==> config.mk <==
export PLATFORM = sky130hd
export DESIGN_NAME = nco_phase_ctrl
export DESIGN_NICKNAME = d
export VERILOG_FILES = /design/src/rtl/nco_pkg.sv /design/src/rtl/nco_capture.sv /design/src/rtl/nco_incr_reg.sv /design/src/rtl/nco_accum.sv /design/src/rtl/nco_delay_line.sv /design/src/rtl/nco_phase_ctrl.sv
export SDC_FILE = /design/constraint.sdc
export NUM_CORES = 1
export LEC_CHECK = 0
export ABC_CLOCK_PERIOD_IN_PS = 2900
export BUFFER_PORTS_ARGS = -buffer_cell sky130_fd_sc_hd__clkbuf_2
export CAP_MARGIN = 20
export CORE_ASPECT_RATIO = 1.1
export CORE_MARGIN = 3
export CORE_UTILIZATION = 53
export DETAILED_ROUTE_END_ITERATION = 10
export PLACE_DENSITY = 0.76
export SYNTH_ARGS = -nofsm -noshare
export SYNTH_HDL_FRONTEND = slang
export SYNTH_SLANG_ARGS = --single-unit
==> constraint.sdc <==
create_clock -name clk -period 2.9 [get_ports clk]
set_clock_uncertainty 0.05 [all_clocks]
set_input_delay 0.145 -clock clk [delete_from_list [all_inputs] [get_ports clk]]
set_output_delay 0.145 -clock clk [all_outputs]
set_load 0.1 [all_outputs]
==> src/rtl/nco_pkg.sv <==
package nco_pkg;

  localparam int ACC_W    = 34;
  localparam int PHASE_W  = 16;
  localparam int AMP_W    = 16;
  localparam int COARSE_W = ACC_W - AMP_W;
  localparam int FINE_W   = ACC_W - COARSE_W;

  typedef struct packed {
    logic             load;
    logic             jump;
    logic             mode;
    logic [ACC_W-1:0] word;
  } nco_cmd_t;

  typedef struct packed {
    logic abs_jump;
    logic inc_full;
    logic inc_coarse;
    logic load;
    logic mode;
  } nco_ctl_t;

  typedef struct packed {
    logic [PHASE_W-1:0] phase;
    logic [AMP_W-1:0]   amp;
    logic               am_en;
  } nco_out_t;

endpackage

==> src/rtl/nco_capture.sv <==
module nco_capture
  import nco_pkg::*;
(
  input  logic             clk,
  input  logic             res,
  input  logic             cen,
  input  logic             mode,
  input  logic             jump,
  input  logic [ACC_W-1:0] din,
  output nco_cmd_t         cmd_q
);

  always_ff @(posedge clk) begin
    if (res) begin
      cmd_q <= '0;
    end else begin
      cmd_q.load <= ~cen;
      if (!cen) begin
        cmd_q.word <= din;
        cmd_q.jump <= jump;
        cmd_q.mode <= mode;
      end else begin
        cmd_q.jump <= 1'b0;
      end
    end
  end

endmodule

==> src/rtl/nco_incr_reg.sv <==
module nco_incr_reg
  import nco_pkg::*;
(
  input  logic             clk,
  input  logic             res,
  input  nco_ctl_t         ctl,
  input  logic [ACC_W-1:0] word,
  output logic [ACC_W-1:0] inc_q,
  output logic [AMP_W-1:0] amp_q,
  output logic             am_q
);

  logic [ACC_W-1:0] inc_d;

  always_comb begin
    inc_d = inc_q;
    if (ctl.inc_full) begin
      inc_d = word;
    end else if (ctl.inc_coarse) begin
      inc_d = {word[COARSE_W-1:0], inc_q[FINE_W-1:0]};
    end
  end

  always_ff @(posedge clk) begin
    if (res) begin
      inc_q <= '0;
      amp_q <= '0;
      am_q  <= 1'b0;
    end else begin
      inc_q <= inc_d;
      if (ctl.inc_coarse) amp_q <= word[ACC_W-1 -: AMP_W];
      if (ctl.load)       am_q  <= ctl.mode;
    end
  end

endmodule

==> src/rtl/nco_accum.sv <==
module nco_accum
  import nco_pkg::*;
(
  input  logic             clk,
  input  logic             res,
  input  logic             abs_jump,
  input  logic [ACC_W-1:0] word,
  input  logic [ACC_W-1:0] inc,
  output logic [ACC_W-1:0] acc_q
);

  logic [ACC_W-1:0] sum;

  always_comb sum = acc_q + inc;

  always_ff @(posedge clk) begin
    if (res)           acc_q <= '0;
    else if (abs_jump) acc_q <= word;
    else               acc_q <= sum;
  end

endmodule

==> src/rtl/nco_delay_line.sv <==
module nco_delay_line #(
  parameter int W     = 1,
  parameter int DEPTH = 1
) (
  input  logic         clk,
  input  logic         res,
  input  logic [W-1:0] d,
  output logic [W-1:0] q
);

  generate
    if (DEPTH == 0) begin : g_wire
      assign q = d;
    end else begin : g_regs
      logic [DEPTH-1:0][W-1:0] stg;
      always_ff @(posedge clk) begin
        if (res) begin
          stg <= '0;
        end else begin
          stg[0] <= d;
          for (int i = 1; i < DEPTH; i++) stg[i] <= stg[i-1];
        end
      end
      assign q = stg[DEPTH-1];
    end
  endgenerate

endmodule

==> src/rtl/nco_phase_ctrl.sv <==
module nco_phase_ctrl
  import nco_pkg::*;
#(
  parameter int OUT_STAGES = 1
) (
  input  logic               clk,
  input  logic               res,
  input  logic               cen,
  input  logic               mode,
  input  logic               jump,
  input  logic [ACC_W-1:0]   din,
  input  logic               vin,
  output logic [PHASE_W-1:0] phase_o,
  output logic [AMP_W-1:0]   amp_o,
  output logic               am_en_o,
  output logic               vout
);

  localparam int LAT   = OUT_STAGES + 2;
  localparam int OUT_W = $bits(nco_out_t);

  nco_cmd_t         cmd_q;
  nco_ctl_t         ctl;
  logic [ACC_W-1:0] acc_q;
  logic [ACC_W-1:0] inc_q;
  logic [AMP_W-1:0] amp_q;
  logic             am_q;
  nco_out_t         core_out;
  logic [OUT_W-1:0] pipe_q;
  nco_out_t         pipe_out;

  nco_capture i_capture (
    .clk   (clk),
    .res   (res),
    .cen   (cen),
    .mode  (mode),
    .jump  (jump),
    .din   (din),
    .cmd_q (cmd_q)
  );

  always_comb begin
    ctl.load       = cmd_q.load;
    ctl.mode       = cmd_q.mode;
    ctl.abs_jump   = cmd_q.load &  cmd_q.jump & ~cmd_q.mode;
    ctl.inc_full   = cmd_q.load & (cmd_q.mode ? cmd_q.jump : ~cmd_q.jump);
    ctl.inc_coarse = cmd_q.load &  cmd_q.mode & ~cmd_q.jump;
  end

  nco_incr_reg i_incr (
    .clk   (clk),
    .res   (res),
    .ctl   (ctl),
    .word  (cmd_q.word),
    .inc_q (inc_q),
    .amp_q (amp_q),
    .am_q  (am_q)
  );

  nco_accum i_accum (
    .clk      (clk),
    .res      (res),
    .abs_jump (ctl.abs_jump),
    .word     (cmd_q.word),
    .inc      (inc_q),
    .acc_q    (acc_q)
  );

  always_comb begin
    core_out.phase = acc_q[ACC_W-1 -: PHASE_W];
    core_out.amp   = amp_q;
    core_out.am_en = am_q;
  end

  nco_delay_line #(.W(OUT_W), .DEPTH(OUT_STAGES)) i_out_pipe (
    .clk (clk),
    .res (res),
    .d   (core_out),
    .q   (pipe_q)
  );

  nco_delay_line #(.W(1), .DEPTH(LAT)) i_vld_pipe (
    .clk (clk),
    .res (res),
    .d   (vin),
    .q   (vout)
  );

  always_comb begin
    pipe_out = nco_out_t'(pipe_q);
    phase_o  = pipe_out.phase;
    amp_o    = pipe_out.amp;
    am_en_o  = pipe_out.am_en;
  end

endmodule

# --- After elaboration in Yosys (flattened, before gate mapping) ---
# Cells that the tools add are included.
# W data, S select, Z words.
classes:
  n_reduce_logical: 2
  div_mod_pow: 0
  addsub: 1
  n_eq_ne: 0
  multipliers: 0
  mux: 4
  n_bitwise: 8
  n_shift: 0
  n_lt_le_gt_ge: 0
ops:
  columns: ["op", "n"]
  rows:
  - ["$mux W34", 3]
  - ["$add A34 B34 Y34", 1]
  - ["$and A1 B1 Y1", 5]
  - ["$not A1 Y1", 3]
  - ["$reduce_bool A2 Y1", 1]
  - ["$reduce_or A2 Y1", 1]
  - ["$mux W1", 1]
word_totals:
  word_cells: 28
  output_inout_bits: 34
  ram_bits: 0
  latchBits: 0
  ff_bits: 158
  n_memories: 0
  mem_bits_ro: 0

# --- Logic depth before layout (Yosys ltp) ---
# Gate-level depths: netlist (run 1).
logic_depth:
  word_depth: 4
  depth_mapped: 11
  ltp_nobuf: 11

# --- Modules after synthesis ---
# A second synthesis (run 1) with hierarchy kept.
unflattened:
  hier_cells: 782
  area_unflattened_um2: 7557.2
modules_own_cells:
  columns: ["module", "area_each_um2", "n_inst", "cells_per_inst", "seq_area_each_um2"]
  rows:
  - ["nco_accum", 3214.3, 1, 397, 680.7]
  - ["nco_incr_reg", 2021.9, 1, 187, 1021.0]
  - ["nco_capture", 1322.5, 1, 117, 740.7]
  - ["nco_delay_line at i_out_pipe", 889.6, 1, 69, 660.6]
  - ["nco_delay_line at i_vld_pipe", 78.8, 1, 6, 60.1]
  - ["nco_phase_ctrl", 30.0, 1, 6, 0.0]

# --- Worst setup path before layout (run 1) ---
# No wires, ideal clock.
synth_path:
  path_type: "register -> register"
  startpoint: "register i_accum.acc_q[0]"
  endpoint: "register i_accum.acc_q[32]"
  t_required_ns: 2.733
  arrival_ns: 2.678
  stages_incl_launch_ff: 12
  path_slack_ns: 0.055
  setup_time_ns: 0.117
  cell_sequence: "dfxtp_1 ha_1 fa_1 a211oi_2 o211ai_2 a2111oi_2 a211oi_2 or3_4 a21oi_4 o21ai_2 xor2_1 a22o_1"
synth_between:
  elab_chain_len: 2
synth_lines:
  columns: ["item", "line_no", "source"]
  rows:
  - ["from (decl)", "nco_accum.sv:9", "output logic [ACC_W-1:0] acc_q"]
  - ["from (signal assigned)", "nco_accum.sv:18", "else if (abs_jump) acc_q <= word;"]
  - ["from (signal assigned)", "nco_accum.sv:19", "else acc_q <= sum;"]
  - ["$add A34 B34 Y34", "nco_accum.sv:14", "always_comb sum = acc_q + inc;"]
  - ["$mux W34", "nco_accum.sv:18", null]
# Every way passes these cells.
# A chain may end at the register's enable or synchronous reset.

# --- Worst setup path in the final report (run 1) ---
layout_path:
  startpoint: "register i_incr.inc_q[0]"
  endpoint: "register i_accum.acc_q[32]"
layout_between:
  elab_chain_len: 2
layout_lines:
  columns: ["item", "line_no", "source"]
  rows:
  - ["from (decl)", "nco_incr_reg.sv:8", "output logic [ACC_W-1:0] inc_q,"]
  - ["from (signal assigned)", "nco_incr_reg.sv:30", "inc_q <= inc_d;"]
  - ["$add A34 B34 Y34", "nco_accum.sv:14", null]
  - ["$mux W34", "nco_accum.sv:18", null]
# Every way passes these cells.

==> impl_metrics.tcl, run 1 <==
set metrics [dict create \
    areaGrowthSynthToFinish_pct 22.24 \
    async_reset_ff_share_pct 0 \
    hold_viol 0 \
    cts.sinks 158 \
    yosysSeqAreaShare_pct 44.52 \
    grt_pass1_vias 5914 \
    die_x_um 116.4 \
    routabilityCongestion 0.9404 \
    syn_nets 885 \
    clkTransAtPathRegs_ns 0.06 \
    initial_core_util_pct 55.25 \
    status "finished, final reports clean" \
    cp-start-kind "flip-flop" \
    peakVddDrop_mv 0.5332 \
    rows 43 \
    worstSetupStartpoint "i_incr.inc_q[0]" \
    ys_ff_latch 158 \
    crit_type "reg -> reg" \
    avgSynthCellArea_um2 8.760 \
    cts.htree.levels 4 \
    crit_path_cell_trace "ha_2, fa_2, a211oi_4, o211ai_2, a2111oi_4, a211oi_2, or3_4, a21oi_4, o21ai_2, xor2_1, a22o_1" \
    setup_viol 0 \
    tightest_slew_ns 0.7645 \
    cpMaxStageDelayCell "fa_2" \
    critPathMaxStageDelay_ns 0.38 \
    slew_headroom_pct 49.03 \
    routed_wl_um 17930 \
    r2r-start "i_incr.inc_q[0]" \
    drtAntennaViolNets 0 \
    io_buffers 73 \
    hold_ws_ns 0.2090 \
    crit_path_end_kind "flip-flop" \
    worstPathArrival_ns 3.11 \
    fin_area_um2 8685 \
    clk_path_buf_depth 2 \
    finalMaxSlewViolations 0 \
    clock_latency_ns 0.43 \
    synth_edf_count 0 \
    power.density_nw_per_um2 634.9 \
    fmax_mhz 350.8 \
    ys_warn_count 0 \
    grt_max_degree 67 \
    grt_pass1_wl_um 28770 \
    max-cap-violations 0 \
    p_leak_nw 3.752 \
    cts_made_buffers 17 \
    rsz0062_at_grt "yes" \
    vias 6043 \
    nets 984 \
    syn_area_um2 7104 \
    clk_root_buffer_cell "clkbuf_16" \
    cp_max_fo 3 \
    hp-class "in -> reg" \
    diodes 0 \
    drc 0 \
    layout-drive-gt1-share_pct 15.28 \
    track_usage_pct 24.75 \
    syn_inst 811 \
    core_um2 12860 \
    dp_hpwl_um 11780 \
    required_ns 3.16 \
    wl_per_cell_um 16.60 \
    dpl_cell_area_um2 7621 \
    cts_tree "built" \
    die_area_um2 14830 \
    vias_per_cell 5.595 \
    antenna_found_initial 0 \
    overflow 0 \
    ys_dominant_reg_cell "dfxtp_1" \
    firstDrtPassIters 5 \
    drtIter0Drc 336 \
    die_y_um 127.4 \
    synthDistinctLibCells 53 \
    period_needed_ns 2.850 \
    fill_cells 1005 \
    finalCritPeriodShare_pct 98.28 \
    io-pin-count 74 \
    hold_start "res" \
]
[final timing paths]
| check | end | slack [ns] | depth (start not counted) |
|---|---|---|---|
| worst min-delay path | i_capture.cmd_q[27] | 0.21 | 2 |
| worst max register to register | i_accum.acc_q[32] | 0.05 | 11 |
| worst min register to register | i_incr.amp_q[7] | 0.40 | 2 |
| worst max-delay path | i_accum.acc_q[32] | 0.05 | 11 |
[kinds of logic after synthesis]
logic type,count (synthesis),synth area share (%)
compound gates,191,17.14
simple gates,294,18.32
fa+ha+maj,34,6.094
xor+xnor,29,3.575
flops,158,44.52
mux,54,7.608
buf+inv,51,2.747
[layout make-up]
class                   instances  area [µm²]  area share (%)
well taps                     157       196.4           2.262
inverters                       6       22.52          0.2593
repair buffers                125       875.8           10.09
flip-flops and latches        158        3164           36.44
clock buffers                  18       439.2           5.057
multi-input cells             602        3774           43.45
clock inverters                14       212.7           2.449
[synth_stat cells, drive strengths merged, types with 3 or more instances]
cell type  count  share of area, %
a211oi        29               3.3
inv            6              0.32
clkbuf        37               2.0
a22o           3              0.37
o21ai         20               1.5
a21o          14               1.5
mux2i         54               7.6
xnor2         14               1.7
or3            3              0.33
nor2          75               4.0
nor2b         43               3.9
o211ai         5              0.67
nand2b         4              0.35
xor2          15               1.8
ha            33               5.8
o21bai         3              0.32
buf            8              0.48
dfxtp        158                45
nor3           8              0.56
nand4          5              0.44
o21a           5              0.53
nand2        141               7.4
and2           4              0.35
nand3          4              0.28
a21oi         98               7.2
[cell usage in the layout (no fill, tap or decap), drive strengths merged, types with 5 or more instances in the layout]
cell / Yosys / routed
a211oi: 29 / 29
ha: 33 / 33
nor3: 8 / 8
nand4: 5 / 5
buf: 8 / 16
nor2: 75 / 75
xnor2: 14 / 14
o211ai: 5 / 5
a21oi: 98 / 98
o21a: 5 / 5
o21ai: 20 / 20
mux2i: 54 / 54
clkbuf: 37 / 90
clkinv: 0 / 7
dlygate4sd3: 0 / 37
xor2: 15 / 15
bufinv: 0 / 5
dfxtp: 158 / 158
nor2b: 43 / 43
nand2: 141 / 141
inv: 6 / 8
a21o: 14 / 14
[where the power goes]
| part | switching [mW] | internal (mW) |
|---|---|---|
| Sequential | 0.0889 | 2.28 |
| Clock | 0.900 | 1.55 |
| Combinational | 0.426 | 0.266 |
| Total | 1.41 | 4.10 |
[flip-flops by register name, indices dropped and copies added, names as in the netlist]
| signal | count |
|---|---|
| i_capture.cmd_q | 37 |
| i_accum.acc_q | 34 |
| i_incr.inc_q | 34 |
| i_out_pipe.q | 33 |
| i_incr.amp_q | 16 |
| i_vld_pipe.g_regs.stg | 2 |
| i_incr.am_q | 1 |
| i_vld_pipe.q | 1 |
[repair_timing]
item	4_1_cts	5_1_grt
pin swaps	1	0
endpoints found under the setup margin	3	3
buffers inserted	0	2
hold endpoints to repair	37	0
gates resized for setup	3	2
hold buffers	37	0
[per-layer routing]
metal  track usage [%]  wire length, µm  vias to the layer above
li1                  -                -                     2995
met1             31.21             7765                     2835
met2             40.40             8763                      170
met3             5.637              824                       43
met4             10.65              571                        0
met5                 0                0                        -
[worst max-delay path, delay by kind of cell, from the launching register on]
kind / cells / cell delay [ns]
xor+xnor: 1 / 0.15
simple gates: 1 / 0.36
flops: 1 / 0.32
compound gates: 7 / 1.31
fa+ha+maj: 2 / 0.55
[per-stage QoR]
stage	instances	setup TNS [ns]	total power [mW]	utilization (%)	worst slack, ns
floorplan	811	0	2.888	-	0.05515
global placement	1009	-0.04103	3.042	59.27	-0.03991
detailed placement	1009	-0.1772	3.051	59.27	-0.1015
CTS	1078	0	5.519	67.32	0.03329
global route	1080	-0.02710	5.703	67.54	-0.01808
finish	1080	0	5.513	67.54	0.04975
Power figures use the tool's default switching activity.
==> inputs of run 2 (changes only) <==
RECOVER_POWER = 50   (was unset)
==> impl_metrics.tcl, run 2 (synthesis gave the netlist of run 1 again) <==
set metrics [dict create \
    firstDrtPassIters 5 \
    core_um2 12860 \
    die_y_um 127.4 \
    drtIter0Drc 334 \
    die_x_um 116.4 \
    hold_ws_ns 0.1907 \
    areaGrowthSynthToFinish_pct 21.33 \
    routabilityCongestion 0.9404 \
    dpl_cell_area_um2 7621 \
    layout-drive-gt1-share_pct 12.68 \
    worst_slack_ns 0.04730 \
    top_register "i_capture.cmd_q" \
    hp-class "in -> reg" \
    hold_viol 0 \
    multiInputGateArea_um2 3774 \
    routed_wl_um 17930 \
    rows 43 \
    grt_pass1_wl_um 28770 \
    grt_max_degree 67 \
    io-pin-count 74 \
    tightest_slew_ns 2.616 \
    place_ws_ns -0.1015 \
    dp_hpwl_um 11780 \
    nets 984 \
    seq_area_um2 3164 \
    cts_made_buffers 17 \
    biggestRegsByFlops "i_capture.cmd_q: 37 flops, i_accum.acc_q: 34 flops, i_incr.inc_q: 34 flops" \
    clk_path_buf_depth 2 \
    crit_type "reg -> reg" \
    p_leak_nw 3.659 \
    fill_cells 1032 \
    cpLargestDelayFamily "compound AO/OA/AOI/OAI gates" \
    finalCritPeriodShare_pct 98.37 \
    cts.htree.levels 4 \
    status "complete, but fails checks" \
    clk_root_buffer_cell "clkbuf_16" \
    drtAntennaViolNets 0 \
    io_buffers 73 \
    p_total_mw 5.508 \
    fin_area_um2 8620 \
    final_util_pct 67.03 \
    drc 0 \
    vias 6041 \
    diodes 0 \
    period_needed_ns 2.853 \
    fin_tns_setup_ns 0 \
    cp_max_fo 3 \
    layout_commonest_cell "dfxtp_1" \
    largest_reg_flops 37 \
    worstPathArrival_ns 3.11 \
    cts.sinks 158 \
    vias_per_cell 5.594 \
    power.density_nw_per_um2 639.0 \
    layout_common_cells "dfxtp_1 (157), nand2_1 (141), a21oi_1 (95)" \
    finalNonFillerCells 1080 \
    required_ns 3.16 \
    violations "capacitance limit, slew limit" \
    fmax_mhz 350.5 \
    placedCellCount 1009 \
    grt_pass1_vias 5914 \
    cts_tree "built" \
    initial_core_util_pct 55.25 \
    rsz0062_at_grt "yes" \
    clkTransAtPathRegs_ns 0.06 \
    cp-start-kind "flip-flop" \
    peakVddDrop_mv 0.5304 \
    die_area_um2 14830 \
    antenna_found_initial 0 \
    overflow 0 \
    wl_per_cell_um 16.60 \
    crit_path_end_kind "flip-flop" \
    track_usage_pct 24.75 \
    clock_latency_ns 0.43 \
    crit_buf_inv 0 \
    critPathMaxStageDelay_ns 0.38 \
    cpMaxStageDelayCell "fa_2" \
    max-cap-violations 2 \
    crit_path_cell_trace "ha_2, fa_2, a211oi_4, o211ai_2, a2111oi_4, a211oi_2, or3_4, a21oi_4, o21ai_2, xor2_1, a22o_1" \
    finalMaxSlewViolations 76 \
    setup_viol 0 \
    slew_headroom_pct -74.39 \
]
run 2: cell types whose count changed in the layout (fill, tap and decap cells not counted), sizes merged:
cell and change:
buf -4, clkbuf +4
run 2: layout make-up:
class	count	area share [%]
Clock buffer	18	5.095
Clock inverter	14	2.468
Inverter	6	0.2613
Multi-Input combinational cell	602	43.78
Sequential cell	158	36.71
Tap cell	157	2.279
Timing Repair Buffer	125	9.406
run 2: layer usage:
metal  track usage, %  up-vias  share of wire, %
li1                 -     2993                 -
met1            31.21     2805                43
met2            40.40      204                49
met3            5.637       39               5.6
met4            10.65        0               3.1
met5                0        -                 0
run 2: worst paths after layout:
path | start | end | slack (ns) | cells after the start
min reg2reg | i_incr.amp_q[7] | i_incr.amp_q[7] | 0.40 | 2
max reg2reg | i_incr.inc_q[0] | i_accum.acc_q[32] | 0.05 | 11
min | res | i_capture.cmd_q[27] | 0.19 | 2
max | i_incr.inc_q[0] | i_accum.acc_q[32] | 0.05 | 11
run 2: repair_timing:
item	CTS	global route
pin swaps	1	0
hold endpoints to repair	37	0
gates resized for setup	3	2
setup buffers	0	2
hold buffers	37	0
setup endpoints to repair	3	3
run 2: power breakdown:
| group | switching (mW) | internal [mW] | total (mW) |
|---|---|---|---|
| Clock | 0.899 | 1.55 | 2.45 |
| Combinational | 0.425 | 0.262 | 0.687 |
| Sequential | 0.0883 | 2.28 | 2.37 |
| Total | 1.41 | 4.09 | 5.51 |
